**src/rtl/ternlut_pkg.sv**
```systemverilog
// Package: shared field layout and constants for the bitwise three-input
// lookup unit. Assumes a 32-bit instruction word whose bit 0 (big-endian
// numbering) is insn[31].
package ternlut_pkg;

    localparam int INSN_W = 32;
    localparam int REG_IDX_W = 5;
    localparam int LUT_IN = 3;
    localparam int TBL_W = 1 << LUT_IN;
    localparam int CR_W = 4;

    // Positions inside the 4-bit condition field
    localparam int CR_LT = 3;
    localparam int CR_GT = 2;
    localparam int CR_EQ = 1;
    localparam int CR_SO = 0;

    // Instruction word, most significant field first
    typedef struct packed {
        logic [5:0]           pop;
        logic [REG_IDX_W-1:0] dst;
        logic [REG_IDX_W-1:0] sa;
        logic [REG_IDX_W-1:0] sb;
        logic [TBL_W-1:0]     tbl;
        logic [1:0]           xop;
        logic                 rec;
    } insn_fields_t;

endpackage

```
**src/rtl/ternlut_decode.sv**
```systemverilog
// Module: splits the instruction word into fields and decides whether the
// instruction belongs to this unit. Purely combinational; assumes the
// struct layout from ternlut_pkg matches the 32-bit word exactly.
module ternlut_decode
    import ternlut_pkg::*;
#(
    parameter logic [5:0] PRIMARY_OP = 6'd22,
    parameter logic [1:0] EXT_OP     = 2'd1
) (
    input  logic [INSN_W-1:0]    insn,
    output logic                 mine,
    output logic [REG_IDX_W-1:0] dst_idx,
    output logic [TBL_W-1:0]     tbl,
    output logic                 rec
);

    insn_fields_t f;

    // Field split and opcode match
    always_comb begin
        f       = insn_fields_t'(insn);
        mine    = (f.pop == PRIMARY_OP) && (f.xop == EXT_OP);
        dst_idx = f.dst;
        tbl     = f.tbl;
        rec     = f.rec;
    end

endmodule

```
**src/rtl/ternlut_lut.sv**
```systemverilog
// Module: per-bit three-input lookup. Each result bit picks one of the
// eight table entries, indexed by {old_dst, src_a, src_b} at that bit.
// Combinational; one 8:1 mux per bit position.
module ternlut_lut
    import ternlut_pkg::*;
#(
    parameter int XLEN = 64
) (
    input  logic [XLEN-1:0]  old_dst,
    input  logic [XLEN-1:0]  src_a,
    input  logic [XLEN-1:0]  src_b,
    input  logic [TBL_W-1:0] tbl,
    output logic [XLEN-1:0]  result
);

    for (genvar i = 0; i < XLEN; i++) begin : g_bit
        logic [LUT_IN-1:0] idx;
        // Index for bit i, destination as most significant input
        always_comb begin
            idx       = {old_dst[i], src_a[i], src_b[i]};
            result[i] = tbl[idx];
        end
    end

endmodule

```
**src/rtl/ternlut_cond.sv**
```systemverilog
// Module: builds the 4-bit condition field from a signed comparison of the
// result against zero plus the supplied summary-overflow flag.
// Combinational; assumes two's complement result.
module ternlut_cond
    import ternlut_pkg::*;
#(
    parameter int XLEN = 64
) (
    input  logic [XLEN-1:0] result,
    input  logic            so,
    output logic [CR_W-1:0] cr
);

    logic neg;
    logic zero;

    // Sign/zero classification of the result
    always_comb begin
        neg       = result[XLEN-1];
        zero      = (result == '0);
        cr        = '0;
        cr[CR_LT] = neg;
        cr[CR_GT] = !neg && !zero;
        cr[CR_EQ] = zero;
        cr[CR_SO] = so;
    end

endmodule

```
**src/rtl/ternlut_unit.sv**
```systemverilog
// Module: top of the bitwise three-input lookup execution unit. Decodes the
// instruction, evaluates the per-bit lookup and condition field, and
// registers everything into a single output stage (latency one cycle).
// Assumes the issue logic supplies the old destination value as an operand.
module ternlut_unit
    import ternlut_pkg::*;
#(
    parameter int         XLEN       = 64,
    parameter logic [5:0] PRIMARY_OP = 6'd22,
    parameter logic [1:0] EXT_OP     = 2'd1
) (
    input  logic                 clk,
    input  logic                 rst_n,
    input  logic                 in_valid,
    input  logic [INSN_W-1:0]    insn,
    input  logic [XLEN-1:0]      old_dst,
    input  logic [XLEN-1:0]      src_a,
    input  logic [XLEN-1:0]      src_b,
    input  logic                 so_in,
    output logic                 out_valid,
    output logic                 out_mine,
    output logic                 out_wen,
    output logic [REG_IDX_W-1:0] out_dst_idx,
    output logic [XLEN-1:0]      out_result,
    output logic                 out_cr_wen,
    output logic [CR_W-1:0]      out_cr
);

    logic                 dec_mine;
    logic [REG_IDX_W-1:0] dec_dst;
    logic [TBL_W-1:0]     dec_tbl;
    logic                 dec_rec;
    logic [XLEN-1:0]      lut_result;
    logic [CR_W-1:0]      cond_field;

    ternlut_decode #(
        .PRIMARY_OP (PRIMARY_OP),
        .EXT_OP     (EXT_OP)
    ) u_decode (
        .insn    (insn),
        .mine    (dec_mine),
        .dst_idx (dec_dst),
        .tbl     (dec_tbl),
        .rec     (dec_rec)
    );

    ternlut_lut #(.XLEN(XLEN)) u_lut (
        .old_dst (old_dst),
        .src_a   (src_a),
        .src_b   (src_b),
        .tbl     (dec_tbl),
        .result  (lut_result)
    );

    ternlut_cond #(.XLEN(XLEN)) u_cond (
        .result (lut_result),
        .so     (so_in),
        .cr     (cond_field)
    );

    // Control flags of the output stage: valid, claim and write enables
    always_ff @(posedge clk) begin
        if (!rst_n) begin
            out_valid  <= 1'b0;
            out_mine   <= 1'b0;
            out_wen    <= 1'b0;
            out_cr_wen <= 1'b0;
        end else begin
            out_valid  <= in_valid;
            out_mine   <= in_valid && dec_mine;
            out_wen    <= in_valid && dec_mine;
            out_cr_wen <= in_valid && dec_mine && dec_rec;
        end
    end

    // Data payload of the output stage, captured only for a valid slot
    always_ff @(posedge clk) begin
        if (!rst_n) begin
            out_dst_idx <= '0;
            out_result  <= '0;
            out_cr      <= '0;
        end else if (in_valid) begin
            out_dst_idx <= dec_dst;
            out_result  <= lut_result;
            out_cr      <= cond_field;
        end
    end

    AST_RESET_CLEARS: assert property (@(posedge clk)
        !rst_n |=> (!out_valid && !out_mine && !out_wen && !out_cr_wen));

    AST_VALID_LATENCY: assert property (@(posedge clk) disable iff (!rst_n)
        in_valid |=> out_valid);

    AST_WEN_NEEDS_SLOT: assert property (@(posedge clk) disable iff (!rst_n)
        out_wen |-> (out_valid && out_mine));

    AST_CR_NEEDS_WEN: assert property (@(posedge clk) disable iff (!rst_n)
        out_cr_wen |-> out_wen);

    AST_CR_ONE_RELATION: assert property (@(posedge clk) disable iff (!rst_n)
        out_cr_wen |-> ($countones(out_cr[CR_LT:CR_EQ]) == 1));

    AST_EQ_MATCHES_ZERO: assert property (@(posedge clk) disable iff (!rst_n)
        out_cr_wen |-> (out_cr[CR_EQ] == (out_result == '0)));

    AST_IDLE_HOLDS: assert property (@(posedge clk) disable iff (!rst_n)
        !in_valid |=> ($stable(out_result) && $stable(out_cr)));

endmodule

```
**config.mk**
```make
export PLATFORM = sky130hd
export DESIGN_NAME = ternlut_unit
export DESIGN_NICKNAME = d
export VERILOG_FILES = /design/src/rtl/ternlut_pkg.sv /design/src/rtl/ternlut_decode.sv /design/src/rtl/ternlut_lut.sv /design/src/rtl/ternlut_cond.sv /design/src/rtl/ternlut_unit.sv
export SDC_FILE = /design/constraint.sdc
export NUM_CORES = 1
export LEC_CHECK = 0
export ABC_AREA = 1
export CAP_MARGIN = 30
export CORE_MARGIN = 2
export CORE_UTILIZATION = 30
export DETAILED_ROUTE_END_ITERATION = 8
export DONT_BUFFER_PORTS = 1
export GPL_ROUTABILITY_DRIVEN = 0
export SLEW_MARGIN = 20
export SYNTH_ARGS = -nofsm -noshare
export SYNTH_HDL_FRONTEND = slang
export SYNTH_SLANG_ARGS = --single-unit
```
**constraint.sdc**
```tcl
create_clock -name clk -period 1.65 [get_ports clk]
set_input_delay 0.33 -clock clk [delete_from_list [all_inputs] [get_ports clk]]
set_output_delay 0.33 -clock clk [all_outputs]
set_load 0.005 [all_outputs]
```
==> results of run 1 <==
[layer usage]
layer / vias to the layer above / track usage [%]
met5: - / 0
met4: 0 / 9.179
met3: 93 / 10.21
met2: 562 / 40.39
met1: 4726 / 26.23
li1: 5362 / -
[report_power, final]
group | switching, uW | leakage [uW] | internal (uW)
combinational | 1190 | 0.00495 | 993
clock | 1000 | 0.000150 | 1190
sequential | 125 | 0.000622 | 1950
total | 2310 | 0.00573 | 4130
[layout make-up]
type / count / area [sq um]
Timing Repair Buffer: 181 / 1798
Tap cell: 341 / 426.7
Clock buffer: 9 / 225.2
Inverter: 199 / 799.5
Sequential cell: 75 / 1501
Clock inverter: 7 / 75.07
Fill cell: 2873 / 16550
Multi-Input combinational cell: 1268 / 5498
[layout by cell type, fill, tap and decap left out, drive strengths merged]
cell,instances
inv,199
buf,174
nand3,212
nand2,798
clkbuf,16
dfxtp,75
nand4,1
nor3b,1
o21ai,90
a21oi,2
nor2,67
clkinv,6
o211ai,34
a31oi,63
bufinv,1
[critical path, stage by stage]
cell and delay, ns:
inv_2 0.10, buf_12 0.14, buf_12 0.12, nand2_1 0.05, nand3_1 0.06, nand2_1 0.05
nand2_1 0.08, nand2_2 0.11, nor2_4 0.11, nand2_2 0.08, nor2_4 0.14, nand2_1 0.10
nor2_1 0.09, nand2_1 0.08, nand2_1 0.06, a21oi_1 0.05
[what timing repair did]
item | 4_1_cts | 5_1_grt
resized for setup | 6 | 48
buffers inserted | 2 | 20
pin swaps | 0 | 7
cloned | 2 | 7
setup endpoints to repair | 2 | 2
[worst max-delay path by stage]
stage	startpoint	endpoint	slack, ns	depth (start not counted)
after floorplan	insn[3]	out_cr[2]$_SDFFE_PN0P_	0.11	16
after global placement	insn[6]	out_cr[2]$_SDFFE_PN0P_	-0.46	15
after detailed placement	insn[6]	out_cr[2]$_SDFFE_PN0P_	-0.43	15
after CTS	insn[9]	out_cr[2]$_SDFFE_PN0P_	0.01	16
after global routing	insn[5]	out_cr[2]$_SDFFE_PN0P_	-0.006	16
final	insn[5]	out_cr[2]$_SDFFE_PN0P_	0.13	16
[per-stage QoR]
stage	instance area [sq um]	util [%]
floorplan	8195	-
global placement	9432	35.09
detailed placement	9432	35.09
CTS	9841	36.62
global route	10320	38.41
finish	10320	38.41
[kinds of logic (layout without fill, tap and decap cells)]
group                  Yosys count  after routing  share of synthesized area, %
and+or+nand+nor               1079           1079                         52.73
buffers and inverters          278            396                         15.36
AOI/OAI and AO/OA              189            189                         13.59
DFF                             75             75                         18.32
[registers in the layout, indices dropped and copies added, names as in the netlist]
signal	count
out_valid	1
out_result	63
out_cr	4
out_dst_idx	5
out_cr_wen	1
out_wen	1
==> impl_metrics.py, run 1 <==
metrics = {
    "outcome": {
        "outcome": "completed",
    },
    "power_and_ir_drop": {
        "max-vdd-ir-drop_uv": 355.2,
        "cellLeakagePower_uw": 0.005727,
        "powerDensity_mw_per_mm2": 624.0,
        "power_uw": 6442,
    },
    "detailed_routing": {
        "wl_met2_microns": 16770,
        "wl_met1_microns": 14170,
        "drtAntennaViolNets": 0,
        "wl_microns": 37170,
        "via_count": 10743,
        "wire_per_inst_microns": 17.87,
        "drtPass1Iterations": 7,
        "wl_met3_microns": 4820,
        "route.top_layer_used": "met4",
        "route.detailed.drc": 0,
        "vias_per_cell": 5.165,
        "first_iter_violations": 968,
    },
    "cells_and_area": {
        "final_cell_count_no_fill": 2080,
        "nets": 1962,
        "synthToLayoutAreaGrowth_pct": 25.97,
        "antenna_cells": 0,
        "drive_gt1_share_pct": 12.94,
    },
    "min_path": {
        "hp-start": "in_valid",
        "hold_class": "input pin to register",
        "whs_path_depth": 1,
        "hold_end": "out_result[1]$_SDFFE_PN0P_",
    },
    "setup_path": {
        "cp_data_arrival_time_ns": 1.77,
        "end_kind": "register",
        "critical_path.max_fanout": 11,
        "path_class": "input pin to register",
        "r2r_setup_slack_ns": 0.89,
        "required_ns": 1.90,
        "timing.rr.start": "out_result[62]$_SDFFE_PN0P_",
        "worstSetupStartpointType": "input pin",
        "rr_worst_depth": 2,
        "r2r-end": "out_result[62]$_SDFFE_PN0P_",
    },
    "global_routing": {
        "grt_max_degree": 138,
        "grtUsageTotal_pct": 23.76,
        "grt_pass1_wl_microns": 52870,
        "overflow": 0,
        "first_global_vias": 9741,
        "antenna_found_initial": 1,
    },
    "timing": {
        "max_slew.worst_pin.slew_ns": 0.3077,
        "fmax_mhz": 659.6,
        "finalHoldViolCount": 0,
        "fin_setup_tns_ns": 0,
        "drv_slew": 0,
        "finalSetupViolCount": 0,
        "period_share_pct": 91.88,
        "post-route-min-period_ns": 1.516,
        "layout_setup_ws_ns": 0.1339,
        "fin_skew_ns": 0,
        "max_slew_margin_pct": 79.46,
        "whs_ns": 0.1076,
    },
    "synth": {
        "ys_warn_count": 0,
        "synth_nets": 1849,
        "ys_types": 21,
        "synth_common_cells": "nand2_1, nand3_1, inv_1",
        "yosysTopAreaCell": "nand2_1",
        "synth_area_leaders": "nand2_1, dfxtp_1, nand3_1, inv_1, o21ai_0",
        "synth_top_area_share_pct": 36.55,
        "synth_edf_count": 0,
        "ys.flop_type": "dfxtp_1",
        "synth_seq_area_share_pct": 18.32,
        "ys_seq_elements": 75,
        "async_flop_share_pct": 0,
        "synth_most_common_cell": "nand2_1",
        "syn_area_sq_mm": 0.008195,
        "synth.avg_cell_area_sq_um": 5.056,
        "synth_cells": 1621,
    },
    "clocking": {
        "cts.sinks": 75,
        "cts_made_buffers": 9,
        "clock_latency_ns": 0.35,
        "ctsHoldBuffers": 0,
        "clk_path_buf_depth": 2,
        "cts_root_buf": "clkbuf_16",
        "cts_tree": "built",
        "h-tree-depth": 3,
        "clk_pin_slew_ns": 0.07,
    },
    "floorplanning": {
        "start_util_pct": 30.49,
        "die_w_microns": 169.3,
        "die-area_sq_mm": 0.02866,
        "fp-row-count": 60,
        "fp.dieH_microns": 169.3,
        "coreArea_sq_mm": 0.02688,
        "io_pins": 305,
    },
    "placement": {
        "place_ws_ns": -0.4262,
        "numPortBuffers": 0,
        "hpwl_microns": 26120,
        "dp_cells": 2033,
    },
    "job": {
        "cap_violations": 0,
    },
}
Power figures use the tool's default switching activity.
==> run 2: changes to the inputs <==
--- a/config.mk
+++ b/config.mk
@@ -14,2 +14,3 @@
 export GPL_ROUTABILITY_DRIVEN = 0
+export HOLD_SLACK_MARGIN = 0.02
 export SLEW_MARGIN = 20
--- a/constraint.sdc
+++ b/constraint.sdc
@@ -3,2 +3,2 @@
 set_output_delay 0.33 -clock clk [all_outputs]
-set_load 0.005 [all_outputs]
+set_load 0.1 [all_outputs]
==> run 2 against run 1 <==
  * Critical path depth is the same
  * Hold slack worse by 0.028 ns
  * Die area is the same
  * Largest cell class unchanged
  * Largest power group is now combinational cells
==> impl_metrics.py, run 2 (same netlist as run 1, synthesis figures left out) <==
metrics = {
    "outcome": {
        "outcome": "completed",
    },
    "global_routing": {
        "use_met2_pct": 40.16,
        "grtUsageTotal_pct": 23.81,
        "grt_util_met1_pct": 27.04,
        "globalRoute.busiestLayer": "met2",
        "met3_usage_pct": 9.072,
        "first_global_vias": 9900,
        "overflow": 0,
        "grt_pass1_wl_microns": 53100,
        "grt_max_degree": 138,
        "antenna_found_initial": 0,
    },
    "job": {
        "cap_violations": 0,
    },
    "placement": {
        "hpwl_microns": 26280,
        "numPortBuffers": 0,
        "placed_area_sq_mm": 0.009854,
        "place_ws_ns": -0.4548,
    },
    "detailed_routing": {
        "wl_microns": 38310,
        "route.detailed.drc": 0,
        "first_iter_violations": 1067,
        "vias_per_cell": 5.201,
        "wire_per_inst_microns": 18.05,
        "drtPass1Iterations": 7,
        "drtAntennaViolNets": 0,
        "via_count": 11036,
    },
    "cells_and_area": {
        "largest_register_ffs": 63,
        "nets": 2004,
        "seq_area_sq_mm": 0.001504,
        "regMostFlops": "out_result",
        "drive_gt1_share_pct": 15.61,
        "layout_commonest_cell": "nand2_1",
        "final_cell_mix": "nand2_1, nand3_1, inv_1",
        "multi_input_area_sq_mm": 0.005515,
        "top_regs": "out_result (63), out_dst_idx (5), out_cr (4)",
        "design_area_sq_mm": 0.01075,
        "antenna_cells": 0,
        "fillers": 2865,
        "synthToLayoutAreaGrowth_pct": 31.19,
    },
    "floorplanning": {
        "fp.dieH_microns": 169.3,
        "coreArea_sq_mm": 0.02688,
        "start_util_pct": 30.49,
        "die-area_sq_mm": 0.02866,
        "fp-row-count": 60,
        "io_pins": 305,
        "die_w_microns": 169.3,
    },
    "timing": {
        "rsz0062_at_grt": "no",
        "layout_setup_ws_ns": 0.1168,
        "drv_slew": 0,
        "whs_ns": 0.07967,
        "finalHoldViolCount": 0,
        "period_share_pct": 92.92,
        "post-route-min-period_ns": 1.533,
        "max_slew_margin_pct": 78.72,
        "fin_setup_tns_ns": 0,
        "finalSetupViolCount": 0,
        "fin_skew_ns": 0,
        "fmax_mhz": 652.2,
        "max_slew.worst_pin.slew_ns": 0.3193,
    },
    "min_path": {
        "hold_class": "input pin to register",
    },
    "power_and_ir_drop": {
        "powerDensity_mw_per_mm2": 697.0,
        "max-vdd-ir-drop_uv": 350.5,
        "cellLeakagePower_uw": 0.005988,
    },
    "clocking": {
        "cts_root_buf": "clkbuf_16",
        "ctsHoldBuffers": 0,
        "cts.sinks": 75,
        "clock_latency_ns": 0.36,
        "clk_path_buf_depth": 2,
        "cts_tree": "built",
        "cts_made_buffers": 9,
        "clk_pin_slew_ns": 0.07,
        "h-tree-depth": 3,
    },
    "setup_path": {
        "path_class": "input pin to register",
        "cp_data_arrival_time_ns": 1.79,
        "end_kind": "register",
        "worstSetupStartpointType": "input pin",
        "required_ns": 1.91,
        "critical_path.max_fanout": 8,
    },
}
[run 2: cell types whose count changed in the layout (fill, tap and decap cells not counted), moves of 3 or more]
cell        delta
buf_4         +34
buf_12         +8
nor2_2         +6
nor2_1         -5
nand2_1        -4
nand2_2        +4
clkbuf_16      +3
clkinvlp_4     +3
[run 2: metal layers]
metal | vias up | wire, microns
met2 | 534 | 17550
met1 | 4992 | 14500
met5 | - | 0
met3 | 71 | 4822
met4 | 0 | 1441
li1 | 5439 | -
[run 2: cell type report]
class | instances | area share (%)
sequential | 75 | 13.99
inverter | 199 | 7.297
clock inverter | 7 | 0.5586
timing repair buffer | 223 | 20.80
multi-input combinational | 1268 | 51.30
clock buffer | 9 | 2.095
tap | 341 | 3.968
[run 2: repair_timing]
item / 4_1_cts / 5_1_grt
pin swaps: 0 / 14
gates cloned: 1 / 10
resized for setup: 2 / 52
endpoints found under the setup margin: 2 / 2
setup buffers: 2 / 14
[run 2: worst max-delay path, stage by stage]
cell,delay [ns]
inv_8,0.07
buf_12,0.15
buf_12,0.15
nand2_1,0.06
nand3_1,0.07
nand2_1,0.05
nand2_1,0.08
nand2_1,0.10
nor2_2,0.15
nand2_1,0.08
nor2_2,0.10
nand2_2,0.08
nor2_1,0.11
nand2_1,0.08
nand2_1,0.06
a21oi_1,0.05
[run 2: final timing paths]
| kind | startpoint | to | slack (ns) | depth (start not counted) |
|---|---|---|---|---|
| worst min-delay path | in_valid | out_result[50]$_SDFFE_PN0P_ | 0.08 | 1 |
| worst max-delay path | insn[8] | out_cr[2]$_SDFFE_PN0P_ | 0.12 | 16 |
| worst min register to register | out_dst_idx[4]$_SDFFE_PN0P_ | out_dst_idx[4]$_SDFFE_PN0P_ | 0.51 | 2 |
| worst max register to register | out_result[15]$_SDFFE_PN0P_ | out_result[15]$_SDFFE_PN0P_ | 0.67 | 3 |
[run 2: power breakdown]
part / leakage, uW / total, uW / internal [uW] / switching (uW)
Combinational: 0.00523 / 3420 / 1130 / 2290
Sequential: 0.000623 / 1990 / 1950 / 48.6
Clock: 0.000131 / 2080 / 1050 / 1030
Total: 0.00599 / 7490 / 4130 / 3370
[run 2: metrics by stage]
stage	total power (uW)	cells	util, %
final	7494	2122	40.00
after floorplan	4412	1621	-
after detailed placement	5216	2079	36.67
after CTS	7336	2098	37.97
after global routing	7883	2122	40.00
after global placement	5168	2079	36.67
